**src/rtl/vid_suspend_fill.sv**
```systemverilog
module vid_suspend_fill #(
  parameter int ADDR_W = 16,
  parameter int DATA_W = 8,
  parameter int DIM_W  = 8
) (
  input  logic              clk,
  input  logic              rst_n,
  input  logic              reg_we,
  input  logic [2:0]        reg_sel,
  input  logic [ADDR_W-1:0] reg_wdata,
  input  logic              scan_req_i,
  output logic              scan_req_o,
  output logic              blank_o,
  output logic              mem_wr_req,
  output logic [ADDR_W-1:0] mem_wr_addr,
  output logic [DATA_W-1:0] mem_wr_data,
  input  logic              mem_wr_gnt,
  output logic              busy
);
  localparam logic [2:0] SEL_CTRL = 3'd0;
  localparam logic [2:0] SEL_BASE = 3'd1;
  localparam logic [2:0] SEL_WID  = 3'd2;
  localparam logic [2:0] SEL_HGT  = 3'd3;
  localparam logic [2:0] SEL_STR  = 3'd4;
  localparam logic [2:0] SEL_VAL  = 3'd5;

  logic              susp;
  logic [ADDR_W-1:0] base, stride, addr;
  logic [DIM_W-1:0]  wid, hgt, col, row;
  logic [DATA_W-1:0] val;

  wire wr_ctrl  = reg_we && (reg_sel == SEL_CTRL);
  wire abort    = wr_ctrl && !reg_wdata[0];
  wire start_ok = wr_ctrl && reg_wdata[0] && reg_wdata[1] && !busy && (wid != '0) && (hgt != '0);
  wire row_end  = (col == wid - 1'b1);
  wire last     = row_end && (row == hgt - 1'b1);

  assign scan_req_o  = scan_req_i && !susp;
  assign blank_o     = susp;
  assign mem_wr_req  = busy;
  assign mem_wr_addr = addr;
  assign mem_wr_data = val;

  always_ff @(posedge clk or negedge rst_n) begin
    if (!rst_n) begin
      susp   <= 1'b0;
      busy   <= 1'b0;
      base   <= '0;
      stride <= '0;
      addr   <= '0;
      wid    <= '0;
      hgt    <= '0;
      col    <= '0;
      row    <= '0;
      val    <= '0;
    end else begin
      if (wr_ctrl) susp <= reg_wdata[0];
      if (reg_we && !busy) begin
        case (reg_sel)
          SEL_BASE: base   <= reg_wdata;
          SEL_WID:  wid    <= reg_wdata[DIM_W-1:0];
          SEL_HGT:  hgt    <= reg_wdata[DIM_W-1:0];
          SEL_STR:  stride <= reg_wdata;
          SEL_VAL:  val    <= reg_wdata[DATA_W-1:0];
          default: ;
        endcase
      end
      if (abort) begin
        busy <= 1'b0;
      end else if (start_ok) begin
        busy <= 1'b1;
        addr <= base;
        col  <= '0;
        row  <= '0;
      end else if (busy && mem_wr_gnt) begin
        if (last) begin
          busy <= 1'b0;
        end else if (row_end) begin
          col  <= '0;
          row  <= row + 1'b1;
          addr <= addr + stride - ADDR_W'(wid) + ADDR_W'(1);
        end else begin
          col  <= col + 1'b1;
          addr <= addr + ADDR_W'(1);
        end
      end
    end
  end

  // a stalled request holds unless suspend is being cleared
  a_r7_hold_until_grant: assert property (@(posedge clk) disable iff (!rst_n)
    (mem_wr_req && !mem_wr_gnt && !abort) |=> (mem_wr_req && $stable(mem_wr_addr) && $stable(mem_wr_data)));

  // writes only ever happen while the display is blanked
  a_r4_write_only_suspended: assert property (@(posedge clk) disable iff (!rst_n)
    mem_wr_req |-> blank_o);

  // clearing suspend ends the fill next clock
  a_r9_abort: assert property (@(posedge clk) disable iff (!rst_n)
    abort |=> !busy);

  // busy only falls after a grant or an abort
  a_r8_end_cause: assert property (@(posedge clk) disable iff (!rst_n)
    $fell(busy) |-> ($past(mem_wr_gnt) || $past(abort)));

  // no screen read passes while suspended
  a_r2_no_scan: assert property (@(posedge clk) disable iff (!rst_n)
    blank_o |-> !scan_req_o);
endmodule

```
**config.mk**
```make
export PLATFORM = sky130hd
export DESIGN_NAME = vid_suspend_fill
export DESIGN_NICKNAME = d
export VERILOG_FILES = /design/src/rtl/vid_suspend_fill.sv
export SDC_FILE = /design/constraint.sdc
export NUM_CORES = 1
export LEC_CHECK = 0
export BUFFER_PORTS_ARGS = -buffer_cell sky130_fd_sc_hd__buf_4
export CORE_MARGIN = 2
export CORE_UTILIZATION = 53
export CTS_CLUSTER_DIAMETER = 40
export CTS_CLUSTER_SIZE = 10
export DETAILED_ROUTE_END_ITERATION = 8
export GPL_TIMING_DRIVEN = 0
export MAX_ROUTING_LAYER = met4
export PLACE_DENSITY = 0.72
export SLEW_MARGIN = 30
export SYNTH_ARGS = -nofsm -noshare
export SYNTH_HDL_FRONTEND = slang
export SYNTH_SLANG_ARGS = --single-unit
```
**constraint.sdc**
```tcl
create_clock -name clk -period 7.89 [get_ports clk]
set_input_delay 0.789 -clock clk [delete_from_list [all_inputs] [get_ports clk]]
set_output_delay 0.789 -clock clk [all_outputs]
set_load 0.05 [all_outputs]
```
==> results.cfg <==
[worst_setup_path]
rrSetupSlack_ns = 4.60
cp-startpoint = mem_wr_addr[2]
endpoint_kind = flip-flop
cp_max_fo = 7
cp.required_ns = 8.13
timing.rr.end = mem_wr_addr[13]
cp.arrival_ns = 3.54
crit_path_end = mem_wr_addr[13]
r2r_start = mem_wr_addr[2]
rr_worst_depth = 11
cp-start-kind = flip-flop
path_class = flip-flop to flip-flop

[floorplanning]
initial_core_util_pct = 54.7
die_x_um = 110
core_area_um2 = 10900
die-area_um2 = 12100
fp.dieH_um = 110
rows = 38
io_pins = 52

[synth]
yosys_warnings = 0
syn-num-nets = 682
synth-edff-count = 0
synth.distinct_cells = 62
synthArstFlopShare_pct = 100
synth.yosys.seq_area_share_pct = 37.8
netlist_instances = 619
synthFlopType = dfrtp_1
avgSynthCellArea_um2 = 9.63
synth_seq_cells = 90
netlist_area_um2 = 5960

[sta]
min_period_ns = 3.29
setup_violations = 0
worst_pin_slew_ns = 0.885
holdWs_ns = 0.430
rsz0062_at_grt = no
hold_viol_final = 0
max_freq_ghz = 0.304
slew_viol_final = 0
finalCritPeriodShare_pct = 41.7
maxSlewHeadroom_pct = 40.8
fin_setup_tns_ns = 0
fin_worst_skew_ns = 0.00929
fin_ws_ns = 4.60

[drt]
first_pass_iters = 5
drtAntennaViolNets = 0
wl_per_cell_um = 18.8
wl_um = 15600
route.vias.total = 4943
drtIter0Drc = 400
post-route-drc-count = 0
via_per_inst = 5.98

[global_route]
grt_pass1_wl_um = 24900
grt_overflow_total = 0
grt_pass1_vias = 4829
grt_max_degree = 91
antenna_found_initial = 0
track_usage_pct = 28.3

[cts]
cts-root-buf = clkbuf_8
ctsResizeCount = 0
ctsHoldBuffers = 0
cts_buffer_depth = 2
cts_buffers = 9
cts_tree = done
cts_sinks = 90
clock_latency_ns = 0.38
clkTransAtPathRegs_ns = 0.10
postCtsSetupBuffers = 0
htree_levels = 3

[placed_design]
gp_congestion = 0.927
preCtsSetupSlack_ns = 4.65
placed_area_um2 = 6530
port_buffers = 51
dp_hpwl_um = 11600

[final_layout]
ff_latch_area_um2 = 2250
drive_gt1_share_pct = 20.8
fill_cells = 945
final_common_cell = dfrtp_1
final_area_um2 = 6720
n_antenna_cell = 0
syn_to_final_growth_pct = 12.7
multi_input_area_um2 = 3340
nNetsFinal = 744
final_cell_mix = dfrtp_1 (90), inv_1 (69), mux2_2 (57)

[power_and_ir_drop]
p_leak_nw = 3.10
vdd_ir_drop_max_uv = 301
power_density_nw_per_um2 = 380

[status]
outcome = completed

[flow_run]
cap_violations = 0

[min_path]
hp-class = input port to async pin
-- cells by family (layout without fill, tap and decap cells) --
logic type | after synthesis | count (layout) | share of synthesized area [%]
simple gates | 182 | 182 | 15.5
compound gates | 111 | 111 | 13.1
flops | 90 | 90 | 37.8
buf+inv | 90 | 157 | 6.23
mux | 64 | 64 | 11.9
xor+xnor | 43 | 43 | 6.32
fa+ha+maj | 39 | 39 | 9.19
-- state kept, by name, indices dropped and copies added (netlist names), 8 cells and up --
| signal | count |
|---|---|
| base | 16 |
| mem_wr_addr | 16 |
| stride | 16 |
| col | 8 |
| hgt | 8 |
| mem_wr_data | 8 |
| row | 8 |
| wid | 8 |
-- through the flow --
stage	power, W	cells	utilization (%)
2_1_floorplan	0.00186	619	-
3_3_place_gp	0.00216	810	59.9
3_5_place_dp	0.00222	810	60.0
4_1_cts	0.00255	826	61.7
5_1_grt	0.00275	826	61.7
6_report	0.00255	826	61.7
-- metal layers --
metal | vias up | GRT usage, % | wire (um)
met5 | - | - | 0
met4 | 0 | 8.23 | 225
met3 | 20 | 3.88 | 894
met2 | 170 | 44.7 | 7510
met1 | 2450 | 38.2 | 6920
li1 | 2303 | - | -
-- synth_stat cells (all sizes together), types with 8 or more instances --
cell type  instances  area [um2]
xor2              13         114
o31ai              8        60.1
o21ai             22         110
or3                9        56.3
and3              10        62.6
clkbuf            10        37.5
dfrtp             90        2250
o211ai             9        67.6
xnor2             30         263
nor3              21         110
nor2              39         146
inv               69         259
a31oi              9        56.3
ha                31         388
mux2              57         642
a21oi             20         100
nand4              9        56.3
fa                 8         160
buf               11        75.1
nand2             39         146
nand3             20         100
-- worst max-delay path: stages, from the launching register on --
cell	delay (ns)
dfrtp_1	0.49
inv_1	0.10
fa_1	0.54
inv_1	0.04
ha_1	0.33
a21oi_1	0.23
a21oi_1	0.21
nor4_1	0.46
o31ai_1	0.17
xor2_1	0.17
a222oi_1	0.30
a21oi_1	0.11
-- area by class of cell --
cell class | count | area share, %
multi-input combinational | 439 | 49.7
sequential | 90 | 33.5
timing repair buffer | 51 | 5.75
inverter | 69 | 3.85
tap | 140 | 2.61
clock buffer | 9 | 1.84
buffer | 21 | 1.68
clock inverter | 7 | 1.02
-- worst min path at each step --
stage / slack, ns / to / startpoint / cells after the start
after floorplan: 0.47 / base[1] / base[1] / 1
after global placement: 0.49 / stride[9] / stride[9] / 1
after detailed placement: 0.49 / stride[12] / stride[12] / 1
after CTS: 0.51 / mem_wr_addr[2] / rst_n / 1
after global routing: 0.52 / mem_wr_addr[2] / rst_n / 1
final: 0.43 / mem_wr_addr[2] / rst_n / 1
-- power breakdown --
group          switching (W)  internal, W
registers           0.000140     0.000582
clock network       0.000193     0.000124
logic               0.000887     0.000627
total                0.00122      0.00133
Note: power is estimated with default switching activity, not from simulation.
